--- src/rtl/fwd_pkg.sv ---
`timescale 1ns/1ps
package fwd_pkg;
  localparam int unsigned DEF_DATA_W = 16;
  localparam int unsigned DEF_REG_W  = 6;
  localparam int unsigned DEF_NUM_EX = 4;
  localparam int unsigned DEF_NUM_WB = 4;

  function automatic int unsigned sel_width(input int unsigned n_src);
    return (n_src < 2) ? 1 : $clog2(n_src);
  endfunction
endpackage

--- src/rtl/fwd_cmp.sv ---
`timescale 1ns/1ps
module fwd_cmp #(
  parameter int unsigned REG_W = 6,
  parameter int unsigned N     = 8
) (
  input  logic [REG_W-1:0]   src_i,
  input  logic [N*REG_W-1:0] dst_i,
  input  logic [N-1:0]       vld_i,
  output logic [N-1:0]       hit_o
);
  for (genvar g = 0; g < N; g++) begin : g_cmp
    assign hit_o[g] = vld_i[g] && (dst_i[g*REG_W +: REG_W] == src_i);
  end
endmodule

--- src/rtl/fwd_enc.sv ---
`timescale 1ns/1ps
// Index 0 has highest priority; code = index + 1, code 0 = no hit.
module fwd_enc #(
  parameter int unsigned N     = 8,
  parameter int unsigned SEL_W = 4
) (
  input  logic [N-1:0]     hit_i,
  output logic [SEL_W-1:0] sel_o
);
  always_comb begin
    sel_o = '0;
    for (int i = N - 1; i >= 0; i--) begin
      if (hit_i[i]) sel_o = SEL_W'(i + 1);
    end
  end
endmodule

--- src/rtl/fwd_mux.sv ---
`timescale 1ns/1ps
module fwd_mux #(
  parameter int unsigned DATA_W = 16,
  parameter int unsigned N      = 8,
  parameter int unsigned SEL_W  = 4
) (
  input  logic [DATA_W-1:0]   rf_i,
  input  logic [N*DATA_W-1:0] data_i,
  input  logic [SEL_W-1:0]    sel_i,
  output logic [DATA_W-1:0]   out_o
);
  always_comb begin
    out_o = '0;  // unused codes give 0
    if (sel_i == '0) out_o = rf_i;
    for (int i = 0; i < N; i++) begin
      if (sel_i == SEL_W'(i + 1)) out_o = data_i[i*DATA_W +: DATA_W];
    end
  end
endmodule

--- src/rtl/fwd_net.sv ---
`timescale 1ns/1ps
module fwd_net #(
  parameter int unsigned DATA_W  = fwd_pkg::DEF_DATA_W,
  parameter int unsigned REG_W   = fwd_pkg::DEF_REG_W,
  parameter int unsigned NUM_EX  = fwd_pkg::DEF_NUM_EX,
  parameter int unsigned NUM_WB  = fwd_pkg::DEF_NUM_WB,
  parameter bit          OUT_REG = 1'b1,
  localparam int unsigned N      = NUM_EX + NUM_WB,
  localparam int unsigned SEL_W  = fwd_pkg::sel_width(N + 1)
) (
  input  logic                     clk_i,
  input  logic                     rst_ni,
  input  logic [REG_W-1:0]         src_reg_i,
  input  logic [DATA_W-1:0]        rf_data_i,
  input  logic [NUM_EX*DATA_W-1:0] ex_data_i,
  input  logic [NUM_EX*REG_W-1:0]  ex_dst_i,
  input  logic [NUM_EX-1:0]        ex_vld_i,
  input  logic [NUM_WB*DATA_W-1:0] wb_data_i,
  input  logic [NUM_WB*REG_W-1:0]  wb_dst_i,
  input  logic [NUM_WB-1:0]        wb_vld_i,
  output logic [SEL_W-1:0]         sel_o,
  output logic [DATA_W-1:0]        operand_o
);
  // execute entries occupy the low indices, so they take priority
  logic [N*DATA_W-1:0] all_data;
  logic [N*REG_W-1:0]  all_dst;
  logic [N-1:0]        all_vld;
  logic [N-1:0]        hit;
  logic [SEL_W-1:0]    sel_d;
  logic [DATA_W-1:0]   op_d;

  assign all_data = {wb_data_i, ex_data_i};
  assign all_dst  = {wb_dst_i, ex_dst_i};
  assign all_vld  = {wb_vld_i, ex_vld_i};

  fwd_cmp #(.REG_W(REG_W), .N(N)) u_cmp (
    .src_i (src_reg_i),
    .dst_i (all_dst),
    .vld_i (all_vld),
    .hit_o (hit)
  );

  fwd_enc #(.N(N), .SEL_W(SEL_W)) u_enc (
    .hit_i (hit),
    .sel_o (sel_d)
  );

  fwd_mux #(.DATA_W(DATA_W), .N(N), .SEL_W(SEL_W)) u_mux (
    .rf_i   (rf_data_i),
    .data_i (all_data),
    .sel_i  (sel_d),
    .out_o  (op_d)
  );

  if (OUT_REG) begin : g_reg
    always_ff @(posedge clk_i or negedge rst_ni) begin
      if (!rst_ni) begin
        sel_o     <= '0;
        operand_o <= '0;
      end else begin
        sel_o     <= sel_d;
        operand_o <= op_d;
      end
    end
  end else begin : g_comb
    assign sel_o     = sel_d;
    assign operand_o = op_d;
  end
endmodule

--- config.mk ---
export PLATFORM = sky130hd
export DESIGN_NAME = fwd_net
export DESIGN_NICKNAME = d
export VERILOG_FILES = /design/src/rtl/fwd_pkg.sv /design/src/rtl/fwd_cmp.sv /design/src/rtl/fwd_enc.sv /design/src/rtl/fwd_mux.sv /design/src/rtl/fwd_net.sv
export SDC_FILE = /design/constraint.sdc
export NUM_CORES = 1
export LEC_CHECK = 0
export ABC_AREA = 1
export BUFFER_PORTS_ARGS = -buffer_cell sky130_fd_sc_hd__buf_2
export CORE_MARGIN = 1.5
export CORE_UTILIZATION = 36
export DETAILED_ROUTE_END_ITERATION = 8
export PLACE_DENSITY = 0.76
export SYNTH_ARGS = -nofsm -noshare
export SYNTH_HDL_FRONTEND = slang
export SYNTH_SLANG_ARGS = --single-unit
--- constraint.sdc ---
create_clock -name clk_i -period 0.8 [get_ports clk_i]
set_input_delay 0.12 -clock clk_i [delete_from_list [all_inputs] [get_ports clk_i]]
set_output_delay 0.12 -clock clk_i [all_outputs]
set_load 0.05 [all_outputs]
Word-level counts from Yosys, hierarchy flattened

Index checks and enable logic that the tools add are counted.

Word-level logic and storage cells: 44
Bits of input ports: 208
Flip-flop bits (word level): 20

Reduce and logical (&&, ||, !) cells: 9
Equal/unequal tests: 16
Mux-type cells: 17

Operators by type and width:

| kind                 | count |
|---|---|
| $mux W16             | 9 |
| $eq A6 B6 Y1         | 8 |
| $mux W4              | 8 |
| $eq A4 B3 Y1 const B | 4 |
| $eq A4 B2 Y1 const B | 2 |
| $logic_and A1 B1 Y1  | 8 |
| $eq A4 B1 Y1 const B | 1 |
| $eq A4 B4 Y1 const B | 1 |
| $logic_not A4 Y1     | 1 |

Depth between registers and ports, before layout

Word-level depth: 20
Mapped depth: 18

By module

A second synthesis with hierarchy kept.

Cell total of the unflattened synthesis: 554
Area total of the unflattened synthesis: 2884.0 um2

Modules (own cells, without submodules):

| module  | area an instance (um2) | instances | sequential area each (um2) | cells an instance |
|---|---|---|---|---|
| fwd_mux | 1346.3                 | 1         | 0.0                        | 278 |
| fwd_cmp | 957.2                  | 1         | 0.0                        | 237 |
| fwd_net | 500.5                  | 1         | 500.5                      | 20 |
| fwd_enc | 80.1                   | 1         | 0.0                        | 19 |

Worst setup path before layout

OpenSTA, ideal clock, no wires.

Kind: input port to flip-flop
Start: input port src_reg_i[2]
End: register operand_o[10]
Cell stages on the path: 15
Setup slack: -1.091 ns
Setup time: 0.132 ns
Path buffers: 3
Arrival: 1.759 ns
Cells stage by stage: buf_4 -> inv_2 -> or2_0 -> nand3_1 -> nor2_1 -> nand3_1 -> nand2_1 -> nor2_1 -> o21ai_1 -> buf_2 -> buf_2 -> nand3_1 -> nand4_1 -> o21bai_1 -> nand4_1

Longest elaborated chain between the ends: 20
Elaborated cells between the ends (all ways): 42
Classes of those cells: 16 x eq/ne; 17 x mux; 9 x reduce/logical

RTL lines:

| element               | line          | source |
|---|---|---|
| start, declared       | fwd_net.sv:13 | `input logic [REG_W-1:0] src_reg_i,` |
| $eq A6 B6 Y1          | fwd_cmp.sv:12 | `assign hit_o[g] = vld_i[g] && (dst_i[g*REG_W +: REG_W] == src_i);` |
| $logic_and A1 B1 Y1   | fwd_cmp.sv:12 |  |
| $mux W4 (7 in a row)  | fwd_enc.sv:13 | `if (hit_i[i]) sel_o = SEL_W'(i + 1);` |
| $mux W4 *             | fwd_enc.sv:13 |  |
| $logic_not A4 Y1      | fwd_mux.sv:14 | `if (sel_i == '0) out_o = rf_i;` |
| $mux W16              | fwd_mux.sv:14 |  |
| $mux W16 (7 in a row) | fwd_mux.sv:16 | `if (sel_i == SEL_W'(i + 1)) out_o = data_i[i*DATA_W +: DATA_W];` |
| $mux W16 *            | fwd_mux.sv:16 |  |
| net op_d[10]          | fwd_net.sv:30 | `logic [DATA_W-1:0] op_d;` |
| end signal, assigned  | fwd_net.sv:62 | `operand_o <= op_d;` |
| end, declared         | fwd_net.sv:22 | `output logic [DATA_W-1:0] operand_o` |

Mark *: on every way through the listed nets, which the timed path passes. The rest lies on a longest branch.

Worst setup path in the final report

Start: input port src_reg_i[4]
End: register operand_o[14]

The elaborated chain is that of the path after synthesis.

==> summary.md <==
| Metric | Value |
|---|---|
| Status | `finished, violations left` |
| Violated checks | `setup timing` |
| Number of DRC violations after detailed-routing iteration 0 | `340` |
| Flop pwr share | `0.244` |
| Largest net degree at the start of global routing | `21` |
| Max VDD drop | `~0.59 mV` |
| Synth Area per Inst | `roughly 5.7 µm²` |
| Routed vias | `roughly 4700` |
| DR pass1 iterations | `5` |
| Sw frac | `0.408` |
| CP Data Required Time | `0.94 ns` |
| Routed Antenna Nets | `0` |
| Worst slack, placed | `-1.55 ns` |
| Wirelength per Cell | `16.3 µm` |
| Post-synthesis instance total | `480` |
| Main synth FF type | `dfrtp_1` |
| Slew headroom | `0.690` |
| Die Y | `between 90 and 100 µm` |
| Final GP Congestion | `approximately 0.98` |
| Leakage | `about 2.8 nW` |
| Tmin final | `~1.9 ns` |
| Max Transition Viols Final | `0` |
| Fillers | `between 500 and 600` |
| Mapped Area | `0.00275 mm²` |
| Layout area overhead | `92.3%` |
| Library cells used by synthesis | `32` |
| Initial antenna violation count | `0` |
| DR vias/cell | `5.48` |
| Final Non-Filler Cells | `860` |
| Synth Register Bits | `20` |
| Crit end category | `flop` |
| Post-Syn Nets | `roughly 690` |
| Post-route cell area | `~0.0053 mm²` |
| Startpoint Class | `primary input` |
| Die area | `between 0.008 and 0.009 mm²` |
| M3 GR Usage | `0.0606` |
| Worst Path Class, Setup | `primary input to flop` |
| GR Layer Usage met2 | `0.525` |
| Detail Placement HPWL | `roughly 10000 µm` |
| Logic pwr share | `0.599` |
| Overflow after GRT | `0` |
| Clock Root Buffer | `clkbuf_8` |
| Worst-path clk slew | `approximately 0.080 ns` |
| Ports | `~230` |
| Hold Crit Class | `primary input to flop` |
| Switch Pwr | `between 2 and 2.5 mW` |
| Unrepaired setup endpoints after global routing | `true` |
| Max Cap Viol | `0` |
| Number of global-route vias before repair | `between 4000 and 5000` |
| Placed instance area | `around 0.0044 mm²` |
| Setup violators final | `40` |
| Pwr per Cell Area | `938 mW/mm²` |
| Clk sink count | `20` |
| Clk buf depth | `2` |
| Synth warn | `0` |
| Initial core utilization | `0.376` |
| Area share of the largest cell type after synthesis | `0.215` |
| DR DRC count | `0` |
| F_max | `about 520 MHz` |
| Final hold viol count | `0` |
| Final WS setup | `-1.13 ns` |
| Most frequent cells after synthesis | `nand2_1 (158), nand4_1 (65), nor2_1 (51), inv_1 (44), nand3_1 (23)` |
| Worst-Margin Slew | `around 0.46 ns` |
| Final period utilization | `2.41` |
| Most numerous cell in the Yosys netlist | `nand2_1` |
| Async S/R FF share, synth | `1.00` |
| Fraction of layout cells with a size suffix above 1 | `0.482` |
| H-tree levels | `1` |
| Num rows | `31` |
| IO Port Bufs | `around 230` |
| Crit path arrival time | `2.07 ns` |
| Sequential fraction of the synthesis area | `0.182` |
| Design Power | `slightly below 5 mW` |
| Final #Nets | `slightly below 1000` |
| CP Max Fanout | `8` |
| Synth area leaders | `nand2_1 (22%), dfrtp_1 (18%), nand4_1 (15%), nor2_1 (7.0%), inv_1 (6.0%)` |
| Inserted Clock Buffers | `3` |
| First-pass GRT wire length | `slightly above 20000 µm` |
| Clock share of power | `0.157` |
| Core area | `approximately 0.0073 mm²` |
| Final wirelength | `approximately 14000 µm` |
| GRT Total Usage | `0.313` |
| CTS tree | `built` |
| Grt met1 use | `0.384` |
| Int Pwr | `2.94 mW` |
| Finished Core Util | `0.722` |
| Synth area leader | `nand2_1` |
| Layer carrying the most global-route usage | `met2` |
| Post-synth EDFFs | `0` |
| Diode count | `0` |
| Post-Place Cells | `about 830` |
| Die width | `just over 90 µm` |
## cell usage in the layout, fill, tap and decap left out, types with 12 or more instances in the layout
cell,count
buf_4,38
buf_2,201
buf_12,16
dfrtp_1,20
nand2_1,150
nand4_1,65
nand3_1,22
buf_6,34
nor2_1,43
inv_1,44
o21ai_1,12
## layout make-up
class / count / area [µm²] / share of cell area
Sequential cell: 20 / 500 / 0.0945
Timing Repair Buffer: 300 / 2240 / 0.422
Clock buffer: 4 / 55.1 / 0.0104
Multi-Input combinational cell: 380 / 2120 / 0.401
Tap cell: 99 / 124 / 0.0234
Timing Repair inverter: 1 / 7.51 / 0.00142
Inverter: 56 / 250 / 0.0472
## power by group through the flow
stage	Clock, mW	Sequential, mW	Combinational [mW]
detailed placement	0	1.20	2.31
global route	0.824	1.22	3.14
finish	0.779	1.21	2.98
global placement	0	1.20	2.29
floorplan	0	1.66	0.803
CTS	0.782	1.21	2.85
## flip-flops by register name, indices dropped and copies added (netlist names)
| register | count |
|---|---|
| sel_o | 4 |
| operand_o | 16 |
## critical path, cell delays in order
cell,delay [ns]
buf_6,0.13
inv_8,0.06
o21ai_1,0.22
nor2_2,0.08
buf_4,0.14
nand3_4,0.06
nand2_2,0.08
nor2_4,0.16
o21ai_4,0.12
buf_6,0.16
clkbuf_16,0.15
nand4_1,0.10
nand4_1,0.15
o21bai_1,0.23
nand4_1,0.10
## worst paths after layout
check	slack (ns)	depth (start not counted)	to	startpoint
min	0.07	3	operand_o[7]	wb_data_i[55]
max in group asynchronous	0.13	2	operand_o[3]	rst_ni
min in group asynchronous	0.33	2	operand_o[6]	rst_ni
max	-1.13	15	operand_o[14]	src_reg_i[4]
## through the flow
step           setup TNS, ns  hold slack, ns
6_report              -21.82          0.0740
5_1_grt               -24.29          0.0882
4_1_cts               -20.16          0.0751
3_5_place_dp          -26.52          0.0952
3_3_place_gp          -25.23          0.0985
2_1_floorplan         -18.09          -0.176
## cell families after synthesis
logic type      share of synthesized area
xor+xnor                           0.0223
buf+inv                             0.128
compound gates                      0.130
simple gates                        0.537
flops                               0.182
## what timing repair did
| item | 4_1_cts | 5_1_grt |
|---|---|---|
| hold buffers | 1 | 0 |
| gates cloned | 6 | 2 |
| hold endpoints to repair | 20 | 0 |
| setup endpoints to repair | 40 | 40 |
| setup buffers | 20 | 1 |
| pin swaps | 50 | 31 |
| resized for setup | 128 | 18 |
## routing by layer
metal / vias to the layer above / part of all wire
li1: 2164 / -
met2: 346 / 0.49
met5: - / 0
met3: 65 / 0.11
met4: 0 / 0.043
met1: 2135 / 0.36
Note: power is estimated with default switching activity, not from simulation.
